### src/rtl/eep_pkg.sv
package eep_pkg;

  typedef enum logic [2:0] {
    S_IDLE,
    S_DEV,
    S_ACK,
    S_ADDR,
    S_WDATA,
    S_RD,
    S_MACK,
    S_PROG
  } eep_state_e;

  localparam logic [3:0] DEV_CODE = 4'b1010;

endpackage

### src/rtl/eep_bus_cond.sv
module eep_bus_cond (
  input  logic clk,
  input  logic rst,
  input  logic scl_i,
  input  logic sda_i,
  output logic scl_rise,
  output logic scl_fall,
  output logic start_c,
  output logic stop_c
);

  logic scl_q;
  logic sda_q;

  always_ff @(posedge clk) begin
    if (rst) begin
      scl_q <= 1'b1;
      sda_q <= 1'b1;
    end else begin
      scl_q <= scl_i;
      sda_q <= sda_i;
    end
  end

  // a data edge while the clock stays high marks a frame boundary
  assign scl_rise = !scl_q && scl_i;
  assign scl_fall = scl_q && !scl_i;
  assign start_c  = scl_q && scl_i && sda_q && !sda_i;
  assign stop_c   = scl_q && scl_i && !sda_q && sda_i;

endmodule

### src/rtl/eep_page_latch.sv
module eep_page_latch #(
  parameter int PAGE_BYTES = 8,
  parameter int DATA_W     = 8
) (
  input  logic                          clk,
  input  logic                          rst,
  input  logic                          clear,
  input  logic                          wr,
  input  logic [$clog2(PAGE_BYTES)-1:0] wr_idx,
  input  logic [DATA_W-1:0]             wr_data,
  input  logic [$clog2(PAGE_BYTES)-1:0] rd_idx,
  output logic [DATA_W-1:0]             rd_data,
  output logic                          rd_valid,
  output logic                          any_valid
);

  logic [DATA_W-1:0]     slot [PAGE_BYTES];
  logic [PAGE_BYTES-1:0] vld;

  for (genvar i = 0; i < PAGE_BYTES; i++) begin : g_slot
    always_ff @(posedge clk) begin
      if (wr && wr_idx == i) slot[i] <= wr_data;
    end
  end

  always_ff @(posedge clk) begin
    if (rst || clear) vld <= '0;
    else if (wr)      vld[wr_idx] <= 1'b1;
  end

  assign rd_data   = slot[rd_idx];
  assign rd_valid  = vld[rd_idx];
  assign any_valid = |vld;

endmodule

### src/rtl/eep_wr_timer.sv
module eep_wr_timer #(
  parameter int CYCLES = 2000
) (
  input  logic                      clk,
  input  logic                      rst,
  input  logic                      start,
  output logic                      busy,
  output logic                      done,
  output logic [$clog2(CYCLES)-1:0] cnt
);

  localparam int W = $clog2(CYCLES);
  localparam logic [W-1:0] LAST = W'(CYCLES - 1);

  always_ff @(posedge clk) begin
    if (rst) begin
      busy <= 1'b0;
      cnt  <= '0;
    end else if (start) begin
      busy <= 1'b1;
      cnt  <= '0;
    end else if (busy) begin
      if (cnt == LAST) busy <= 1'b0;
      else             cnt  <= cnt + 1'b1;
    end
  end

  assign done = busy && cnt == LAST;

endmodule

### src/rtl/serial_eeprom_slave.sv
module serial_eeprom_slave
  import eep_pkg::*;
#(
  parameter int ADDR_W     = 7,
  parameter int DATA_W     = 8,
  parameter int PAGE_BYTES = 8,
  parameter int WR_CYCLES  = 2000
) (
  input  logic              clk,
  input  logic              rst,
  input  logic              scl_i,
  input  logic              sda_i,
  input  logic              wr_en_i,
  output logic              sda_pd_o,
  output logic [ADDR_W-1:0] mem_addr_o,
  output logic [DATA_W-1:0] mem_wdata_o,
  output logic              mem_we_o,
  input  logic [DATA_W-1:0] mem_rdata_i
);

  localparam int PAGE_W = $clog2(PAGE_BYTES);
  localparam int CNT_W  = $clog2(DATA_W + 1);
  localparam int TMR_W  = $clog2(WR_CYCLES);

  logic scl_rise, scl_fall, start_c, stop_c;

  eep_bus_cond u_cond (
    .clk(clk), .rst(rst), .scl_i(scl_i), .sda_i(sda_i),
    .scl_rise(scl_rise), .scl_fall(scl_fall),
    .start_c(start_c), .stop_c(stop_c)
  );

  eep_state_e        state, ack_next;
  logic [DATA_W-1:0] shreg, txsh;
  logic [CNT_W-1:0]  bitcnt;
  logic [ADDR_W-1:0] addr;
  logic              wcmd, mack;

  logic              byte_end, go_prog;
  logic              lat_wr, lat_clr, lat_rd_valid, lat_any;
  logic [DATA_W-1:0] lat_data;
  logic              tmr_busy, tmr_done;
  logic [TMR_W-1:0]  tmr_cnt;

  assign byte_end = scl_fall && bitcnt == CNT_W'(DATA_W);
  assign go_prog  = stop_c && state != S_PROG && wcmd && lat_any && wr_en_i;
  assign lat_wr   = state == S_WDATA && byte_end && !start_c && !stop_c;
  assign lat_clr  = (state != S_PROG && start_c)
                  || (state != S_PROG && stop_c && !go_prog)
                  || (state == S_PROG && tmr_done);

  eep_page_latch #(.PAGE_BYTES(PAGE_BYTES), .DATA_W(DATA_W)) u_latch (
    .clk(clk), .rst(rst), .clear(lat_clr),
    .wr(lat_wr), .wr_idx(addr[PAGE_W-1:0]), .wr_data(shreg),
    .rd_idx(tmr_cnt[PAGE_W-1:0]), .rd_data(lat_data),
    .rd_valid(lat_rd_valid), .any_valid(lat_any)
  );

  eep_wr_timer #(.CYCLES(WR_CYCLES)) u_timer (
    .clk(clk), .rst(rst), .start(go_prog),
    .busy(tmr_busy), .done(tmr_done), .cnt(tmr_cnt)
  );

  always_ff @(posedge clk) begin
    if (rst) begin
      state    <= S_IDLE;
      ack_next <= S_IDLE;
      sda_pd_o <= 1'b0;
      shreg    <= '0;
      txsh     <= '0;
      bitcnt   <= '0;
      addr     <= '0;
      wcmd     <= 1'b0;
      mack     <= 1'b0;
    end else if (state == S_PROG) begin
      // bus is ignored until the write cycle completes
      if (tmr_done) state <= S_IDLE;
    end else if (start_c) begin
      state    <= S_DEV;
      bitcnt   <= '0;
      sda_pd_o <= 1'b0;
      wcmd     <= 1'b0;
    end else if (stop_c) begin
      state    <= go_prog ? S_PROG : S_IDLE;
      sda_pd_o <= 1'b0;
      wcmd     <= 1'b0;
    end else begin
      case (state)
        S_DEV, S_ADDR, S_WDATA: begin
          if (scl_rise) begin
            shreg  <= {shreg[DATA_W-2:0], sda_i};
            bitcnt <= bitcnt + 1'b1;
          end else if (byte_end) begin
            bitcnt <= '0;
            if (state == S_DEV) begin
              if (shreg[DATA_W-1 -: 4] == DEV_CODE) begin
                sda_pd_o <= 1'b1;
                state    <= S_ACK;
                ack_next <= shreg[0] ? S_RD : S_ADDR;
              end else begin
                state <= S_IDLE;
              end
            end else if (state == S_ADDR) begin
              addr     <= shreg[ADDR_W-1:0];
              wcmd     <= 1'b1;
              sda_pd_o <= 1'b1;
              state    <= S_ACK;
              ack_next <= S_WDATA;
            end else begin
              addr[PAGE_W-1:0] <= addr[PAGE_W-1:0] + 1'b1;
              sda_pd_o <= 1'b1;
              state    <= S_ACK;
              ack_next <= S_WDATA;
            end
          end
        end
        S_ACK: begin
          if (scl_fall) begin
            if (ack_next == S_RD) begin
              txsh     <= mem_rdata_i;
              sda_pd_o <= !mem_rdata_i[DATA_W-1];
              addr     <= addr + 1'b1;
            end else begin
              sda_pd_o <= 1'b0;
            end
            state  <= ack_next;
            bitcnt <= '0;
          end
        end
        S_RD: begin
          if (scl_rise) begin
            bitcnt <= bitcnt + 1'b1;
          end else if (scl_fall) begin
            if (bitcnt == CNT_W'(DATA_W)) begin
              sda_pd_o <= 1'b0;
              state    <= S_MACK;
              bitcnt   <= '0;
            end else begin
              sda_pd_o <= !txsh[DATA_W-2];
              txsh     <= txsh << 1;
            end
          end
        end
        S_MACK: begin
          if (scl_rise) begin
            mack <= !sda_i;
          end else if (scl_fall) begin
            if (mack) begin
              txsh     <= mem_rdata_i;
              sda_pd_o <= !mem_rdata_i[DATA_W-1];
              addr     <= addr + 1'b1;
              state    <= S_RD;
            end else begin
              sda_pd_o <= 1'b0;
              state    <= S_IDLE;
            end
          end
        end
        default: ;
      endcase
    end
  end

  // memory port: latched page bytes are copied during the first cycles of the write cycle
  always_ff @(posedge clk) begin
    if (rst) begin
      mem_we_o    <= 1'b0;
      mem_addr_o  <= '0;
      mem_wdata_o <= '0;
    end else begin
      mem_we_o    <= tmr_busy && tmr_cnt < TMR_W'(PAGE_BYTES) && lat_rd_valid;
      mem_addr_o  <= tmr_busy ? {addr[ADDR_W-1:PAGE_W], tmr_cnt[PAGE_W-1:0]} : addr;
      mem_wdata_o <= lat_data;
    end
  end

endmodule

### config.mk
export PLATFORM = sky130hd
export DESIGN_NAME = serial_eeprom_slave
export DESIGN_NICKNAME = d
export VERILOG_FILES = /design/src/rtl/eep_pkg.sv /design/src/rtl/eep_bus_cond.sv /design/src/rtl/eep_page_latch.sv /design/src/rtl/eep_wr_timer.sv /design/src/rtl/serial_eeprom_slave.sv
export SDC_FILE = /design/constraint.sdc
export NUM_CORES = 1
export LEC_CHECK = 0
export BUFFER_PORTS_ARGS = -buffer_cell sky130_fd_sc_hd__buf_2
export CORE_ASPECT_RATIO = 0.7
export CORE_MARGIN = 2
export CORE_UTILIZATION = 65
export DETAILED_ROUTE_END_ITERATION = 16
export PLACE_DENSITY = 0.84
export SLEW_MARGIN = 20
export SYNTH_ARGS = -nofsm -noshare
export SYNTH_HDL_FRONTEND = slang
export SYNTH_SLANG_ARGS = --single-unit
### constraint.sdc
create_clock -name clk -period 4.31 [get_ports clk]
set_clock_uncertainty 0.1 [all_clocks]
set_input_delay 1.0775 -clock clk [delete_from_list [all_inputs] [get_ports clk]]
set_output_delay 1.0775 -clock clk [all_outputs]
set_load 0.02 [all_outputs]
==> impl_summary.md, run 1 <==
Run status
The flow ran to the end, and the final reports show no timing, DRC or antenna violations.

Route
The overall routed net length is 14,800 um. In the routed design, unresolved DRC markers number 0. The wire length per cell after detailed routing is 21.5 um.

The via count of the routed design is approximately 4.6k. The residual antenna-violating net count after detailed routing is 0. After detailed routing, the number of vias per cell comes to roughly 6.6. The number of DRC violations after detailed-routing iteration 0 is ~760. Before antenna repair, the detailed router went through 5 iterations.

Clocking
CTS placed an instance of sky130_fd_sc_hd__clkbuf_16 at the clock tree root. Clock-pin slew was measured on the worst setup and hold paths at 50 ps. The number of post-CTS setup repair buffers is 0.

The later pin in the worst-skew pair is clocked with a latency of 420 ps. The clock sink total is approximately 140. The maximum buffer depth of the clock tree is 2.

The maximum level of the CTS H-tree is 4. The post-cts sizing count is 0. TritonCTS created 17 clock buffers. The CTS tree is yes. The number of buffers added to fix hold violations after cts is 0.

Finish
The area of the multi-input gates is 2490 um^2. The area added between synthesis and finish is 13.3%. The most common cell after layout, fill and taps aside is sky130_fd_sc_hd__dfxtp_1. In the layout the commonest cells are sky130_fd_sc_hd__dfxtp_1 (73), sky130_fd_sc_hd__edfxtp_1 (64), sky130_fd_sc_hd__nor2_1 (53). In the final design database the tool counted roughly 570 nets.

The area of all placed cells without fillers is 6860 um^2. For this run, the number of standard cells in the final layout without fillers is just under 700. Of the cells placed in the final design, the portion with a size suffix greater than 1 is 0.162. The sequential cell area is between 3000 and 4000 um^2. The layout has 574 filler cells.

The count of inserted antenna diode cells is 0.

Logic synthesis
The number of nets handed over by synthesis was ~550. The count of unique library cells instantiated by Yosys is 60. The gate count of the mapped netlist is between 500 and 600. The fraction of registers with async set or reset after synthesis is 0. In this run, synthesis inferred 64 flip-flops with an integrated enable.

The most used flip-flop cell after synthesis is sky130_fd_sc_hd__dfxtp_1. The post-synthesis instance area is around 6100 um^2. A synthesized cell averages between 10 and 15 um^2. Counting flops and latches in the post-synthesis netlist gives ~140.

For this run, the register share of the synthesized area comes to 0.559. The number of warnings reported in the yosys synthesis log is 0.

Global route
The pin count of the biggest net entering global routing is 50. The first-pass GRT wire length is around 24,000 um. Across every metal layer, demand over resource in global routing totals 0.308. The total overflow left after global routing is 0. The via count of the first global-routing pass is 4,435. The initial antenna violation count is 0.

Placement
The number of placed instances with taps included is 654. The count of buffers from port buffering is 29. In this run the cell area measured after placement is about 6300 um^2. Routability-driven placement finished with a final weighted congestion of 0.923.

Summed over all nets, the half-perimeter wirelength after detailed placement is ~9100 um. The minimum setup slack after placement is 1200 ps.

STA
Counting I/O delays and the setup requirement, the final critical path takes 2940 ps. The final-report setup violation count is 0. The max-slew violation count is 0.

For the pin with the worst max-slew slack, the measured transition is 1120 ps. The accumulated negative setup slack is 0 ps. The final worst-path setup slack is 1370 ps. The count of endpoints failing hold in the final timing report was 0. Setup repair after global routing left no endpoint under its margin.

The relative slew slack is 0.249. In the finished design, the share of the clock period the worst path needs comes to 0.682. The highest clock frequency the design can meet is approximately 0.34 GHz.

Power
The leakage power is approximately 2.5 nW. For this design the ratio of total power to cell area is about 430 nW/um^2. The maximum vdd drop is between 300 and 400 uV.

Die
After floorplanning, the core was sized to cover roughly 9100 um^2. The initial utilization of the core area, before any placement, comes to 0.667. The die covers 10,100 um^2. The initialized floorplan defines 29 standard-cell rows. The vertical die dimension is roughly 85 um. During I/O placement, the number of pins put on the boundary was 30.

From left edge to right edge, the die measures between 100 and 150 um.

Critical path
The worst setup path is captured at a flip-flop. At the worst endpoint, the required time is roughly 4600 ps. At the worst endpoint, the arrival time is ~3200 ps. The worst setup path is launched from a flip-flop.

The largest individual stage delay along the critical path comes from the cell sky130_fd_sc_hd__dfxtp_1. The category of the most critical setup path is reg2reg. The peak fanout along the critical path is 26.

On the worst path, the slowest cell contributes a delay of 890 ps. The most frequent cell on the critical path is sky130_fd_sc_hd__nand2b_1. The critical path goes through nand2b_1 -> a211oi_1 -> and4bb_2 -> nand2b_1 -> a21oi_1.

Worst hold path
The worst min-delay path category is reg2reg.

Flow run
Max-cap violations in this run came to 0.
## per-stage QoR
stage                     hold slack (ps)  total power, mW  utilization
after detailed placement              350             1.53        0.690
after global routing                  408             3.02        0.756
after CTS                             357             2.95        0.756
after global placement                350             1.53        0.690
after floorplan                       346             1.50            -
final                                 357             2.95        0.756
## where the power goes
part / switching (mW) / total, mW / leakage [nW] / internal, mW
logic: 0.0917 / 0.136 / 1.02 / 0.0443
clock network: 0.531 / 1.43 / 0.291 / 0.904
registers: 0.0186 / 1.38 / 1.20 / 1.36
total: 0.641 / 2.95 / 2.52 / 2.31
## area by class of cell
| class | count | area share |
|---|---|---|
| clock buffers | 28 | 0.0834 |
| inverters | 14 | 0.00766 |
| well taps | 124 | 0.0226 |
| flip-flops and latches | 137 | 0.493 |
| clock inverters | 4 | 0.00347 |
| multi-input cells | 346 | 0.364 |
| repair buffers | 33 | 0.0255 |
## cell families (layout without fill, tap and decap cells)
kind of cell	Yosys count	in the layout	synth area share
AOI/OAI and AO/OA	104	104	0.119
xor gates and xnor gates	10	10	0.0145
adders and majority gates	12	12	0.0248
buffers and inverters	41	79	0.0287
DFF	137	137	0.559
muxes	38	38	0.100
and+or+nand+nor	182	182	0.153
## synth_stat cells (8+ instances only)
master,instances,share of area
sky130_fd_sc_hd__a21oi_1,27,0.022
sky130_fd_sc_hd__a31oi_1,8,0.0083
sky130_fd_sc_hd__and3_1,12,0.012
sky130_fd_sc_hd__clkbuf_1,16,0.0099
sky130_fd_sc_hd__dfxtp_1,73,0.24
sky130_fd_sc_hd__edfxtp_1,64,0.32
sky130_fd_sc_hd__ha_1,12,0.025
sky130_fd_sc_hd__inv_1,13,0.0081
sky130_fd_sc_hd__mux2i_1,18,0.030
sky130_fd_sc_hd__mux4_2,18,0.067
sky130_fd_sc_hd__nand2_1,50,0.031
sky130_fd_sc_hd__nand3_1,11,0.0091
sky130_fd_sc_hd__nor2_1,53,0.033
sky130_fd_sc_hd__nor2b_1,9,0.0093
sky130_fd_sc_hd__o21ai_0,16,0.013
sky130_fd_sc_hd__o41ai_1,10,0.014
## flip-flops by register name (all words and copies together), names as in the netlist, 3 cells and up
name	count
mem_wdata_o	8
u_latch.vld	8
txsh	7
shreg	8
bitcnt	4
mem_addr_o	7
ack_next	3
u_latch.slot	64
addr	7
u_timer.cnt	11
state	3
## metal layers
layer / vias to the layer above / wire, um / track usage
li1: 2012 / - / -
met1: 2190 / 6090 / 0.422
met2: 316 / 6640 / 0.462
met3: 39 / 1650 / 0.0992
met4: 0 / 400 / 0.121
met5: - / 0 / 0
## final timing paths
kind	from	cells past startpoint	slack, ps	endpoint
max	state[1]	5	1370	txsh[0]
max reg2reg	state[1]	5	1370	txsh[0]
min	sda_pd_o	2	360	sda_pd_o
min reg2reg	sda_pd_o	2	360	sda_pd_o
## worst max-delay path: cells and delay by family, from the launching register on
kind	cells	cell delay, ps
AOI/OAI and AO/OA	2	640
DFF	1	890
and+or+nand+nor	3	1220
Power figures use the tool's default switching activity.
==> inputs of run 2 (changes only) <==
Settings changed: ABC_AREA set to 1, CORE_UTILIZATION 65 to 61, PLACE_DENSITY 0.84 to 0.79.
Clock period 4.31 ns to 2.91 ns, I/O delays scaled along.
==> run 2 against run 1 <==
Effect of this change: global-route usage decreased by 2.0 points; critical path depth grew 3; core utilization shrank 2.6 points; critical endpoint unchanged; synthesized area grew 3.7%.
==> impl_summary.md, run 2 <==
Run status
The run finished with clean final reports.

Global route
The first-pass GRT wire length is between 20,000 and 25,000 um. The initial antenna violation count is 0. For this run the aggregate overflow at the end of global routing stands at 0. The via count of the first global-routing pass is approximately 4.9k. For this run, the total global-route usage over all layers was measured as 0.288. The pin count of the biggest net entering global routing is 42.

Worst hold path
The worst min-delay path category is reg2reg. The path with the worst hold slack has its endpoint at u_latch.vld[2]. The startpoint of the most critical hold path is u_latch.vld[2]. The worst hold path passes through 2 cells.

Placement
Routability-driven placement finished with a final weighted congestion of 0.957. During placement, the flow inserted port buffers numbering 29. Once detailed placement completed, the half-perimeter wirelength came to ~10,000 um.

STA
Dividing the final minimum period by the clock period gives 0.818. In this run the tightest slew margin relative to its limit is 0.583. The max-slew violation count is 0. Setup repair after global routing left no endpoint under its margin.

The worst path needs approximately 2400 ps of the cycle, external delays included. Based on the critical path, the design can be clocked at up to around 0.42 GHz. For the pin with the worst max-slew slack, the measured transition is 624 ps.

The accumulated negative setup slack is 0 ps. Setup violations remaining at the end of the flow were counted as 0. The count of endpoints failing hold in the final timing report is 0.

Logic synthesis
Counting instances in the post-synthesis netlist gives the leading cell types as sky130_fd_sc_hd__nor2_1 (142), sky130_fd_sc_hd__nand2_1 (130), sky130_fd_sc_hd__dfxtp_1 (73). Sorting the synthesized cells by area gives the leading types as sky130_fd_sc_hd__edfxtp_1 (31%), sky130_fd_sc_hd__dfxtp_1 (23%), sky130_fd_sc_hd__nor2_1 (8.5%). The post-synthesis instance area is 6270 um^2. The library cell with the highest instance count after synthesis is sky130_fd_sc_hd__nor2_1. The fraction of registers with async set or reset after synthesis is 0. The share of the Yosys chip area taken by registers is 0.539. The gate count of the mapped netlist is ~750. Counting every net in the synthesized netlist gives approximately 770. The share of Yosys cell area claimed by the top area cell type is 0.306.

During synthesis, Yosys emitted a total of 0 warnings. sky130_fd_sc_hd__edfxtp_1 takes more of the synthesized area than any other cell. Yosys mapped the design onto 42 distinct sky130hd cell types.

Yosys mapped a number of flops with a built-in enable equal to 64. For this run, the leading register cell type out of synthesis is sky130_fd_sc_hd__dfxtp_1. The flip-flop and latch count after synthesis is 137.

Dividing the synthesized area by the synthesized cell count gives 8.39 um^2.

Route
The first-pass iteration count of the detailed router is 5. The number of DRC violations after detailed-routing iteration 0 is 627. The wire length per cell after detailed routing is roughly 16 um. The overall routed net length is around 15,000 um. The residual antenna-violating net count after detailed routing is 0. The detailed router placed approximately 5.3k vias in this run. For this run, design rule violations remaining after detail routing come to 0.

Using the TritonRoute via totals, the vias-per-cell ratio works out to 5.75.

Clocking
CTS built an H-tree with a depth of 4. Post-CTS timing repair inserted 0 buffers for setup. Counting every sink on the clock net gives roughly 140.

Buffers inserted to repair hold after CTS numbered 0. The clock passes through at most 2 buffers. In this run the clock root is driven by a sky130_fd_sc_hd__clkbuf_16.

After clock tree synthesis, the clock-pin slew on the worst setup and hold paths is around 60 ps. The post-cts sizing count is 0. The total clock buffers created by CTS is 17. The worst-skew pair later-pin latency is roughly 420 ps. TritonCTS built the clock tree.

Critical path
The worst register-to-register path has a setup slack of around 530 ps. The category of the most critical setup path is reg2reg. The arrival time at the worst endpoint is approximately 2600 ps.

The worst register-to-register path ends at txsh[0]. Of all nets on the critical path, the largest fanout is 13. The worst register-to-register path begins at state[2]. For the worst setup path, the data required time is 3130 ps. The critical path starts at state[2]. STA classifies the critical path startpoint as a flip-flop. The type of destination of the critical path is a flip-flop. Measured in cells, the most critical reg-to-reg path has a length of 8.

Finish
The most common cell after layout, fill and taps aside is sky130_fd_sc_hd__nor2_1. The final net count is ~810. Of the cells placed in the final design, the portion with a size suffix greater than 1 is 0.131. The area growth from synthesis to layout is 14.5%. The flip-flop count of the largest register, all copies and words added is between 60 and 70. u_latch.slot holds more flip-flops than any other register. The top cell types in the final layout, fill and taps aside, are sky130_fd_sc_hd__nor2_1 (142), sky130_fd_sc_hd__nand2_1 (130), sky130_fd_sc_hd__dfxtp_1 (73). The largest registers in the layout are u_latch.slot (64), u_timer.cnt (11). The count of inserted antenna diode cells is 0.

Die
The initial cell density of the core is 0.638. The floorplan core area is ~9800 um^2. The floorplan has 30 rows. The area of the die is ~11,000 um^2.

The die is 88.9 um tall. From left edge to right edge, the die measures approximately 130 um. The boundary pin count is 30.

Power
The total power per unit cell area is slightly below 800 nW/um^2. IR analysis of the VDD net gives a maximum drop of roughly 520 uV. The sum of internal, switching and leakage power is 5.63 mW. In this run the static leakage power is just under 3 nW.

Flow run
Max-cap violations in this run came to 0.
run 2: cell count changes after synthesis, sizes merged, moves of 17 or more:
| cell | delta |
|---|---|
| mux4 | -18 |
| inv | +53 |
| o21ai | +63 |
| o22ai | +17 |
| nor2 | +97 |
| nand3 | +18 |
| mux2i | -18 |
| nand4 | +18 |
| nand2 | +84 |
run 2: area by class of cell:
| cell class | instances | area (um^2) |
|---|---|---|
| Sequential cell | 137 | 3380 |
| Fill cell | 721 | 2650 |
| Multi-Input combinational cell | 514 | 2490 |
| Clock buffer | 19 | 453 |
| Inverter | 69 | 267 |
| Timing Repair Buffer | 44 | 258 |
| Clock inverter | 13 | 168 |
| Tap cell | 128 | 160 |
run 2: cell families after synthesis:
| kind of cell | Yosys count | share of synthesized area |
|---|---|---|
| and+or+nand+nor | 353 | 0.244 |
| adders and majority gates | 12 | 0.0239 |
| DFF | 137 | 0.539 |
| AOI/OAI and AO/OA | 144 | 0.123 |
| xor gates and xnor gates | 5 | 0.00698 |
| buffers and inverters | 97 | 0.0634 |
run 2: power by group:
| part | internal (mW) | switching, mW | total [mW] | leakage, nW |
|---|---|---|---|---|
| clock network | 1.40 | 0.838 | 2.24 | 0.289 |
| logic | 0.332 | 0.718 | 1.05 | 1.47 |
| registers | 2.17 | 0.177 | 2.34 | 1.20 |
| total | 3.90 | 1.73 | 5.63 | 2.95 |
run 2: metal layers:
metal	GRT usage	wire (um)
met5	0	0
met4	0.0889	184
met3	0.0871	1610
met2	0.422	6560
met1	0.414	6800
run 2: critical path, cell delays in order (launching register included):
cell	delay, ps
sky130_fd_sc_hd__dfxtp_1	720
sky130_fd_sc_hd__nand3_2	360
sky130_fd_sc_hd__nor2_1	220
sky130_fd_sc_hd__nand2_1	110
sky130_fd_sc_hd__a21oi_4	240
sky130_fd_sc_hd__and2_1	340
sky130_fd_sc_hd__nand2_1	80
sky130_fd_sc_hd__nand2_1	60
sky130_fd_sc_hd__nor2_1	40
run 2: worst max path at each step:
stage	slack, ps	endpoint	cells after the start
floorplan	420	u_latch.slot[4][0]	8
detailed placement	220	u_latch.slot[2][5]	10
global placement	280	u_latch.slot[2][7]	10
CTS	580	txsh[0]	8
finish	530	txsh[0]	8
global route	340	txsh[0]	8
run 2: stage by stage:
stage                      util  setup WS [ps]  instance area [um^2]  cells  hold WS, ps
final                     0.730            530                  7180    924          369
after global routing      0.730            339                  7180    924          402
after CTS                 0.730            577                  7180    924          371
after detailed placement  0.667            216                  6560    892          358
after global placement    0.667            277                  6560    892          352
after floorplan               -            416                  6270    748          339
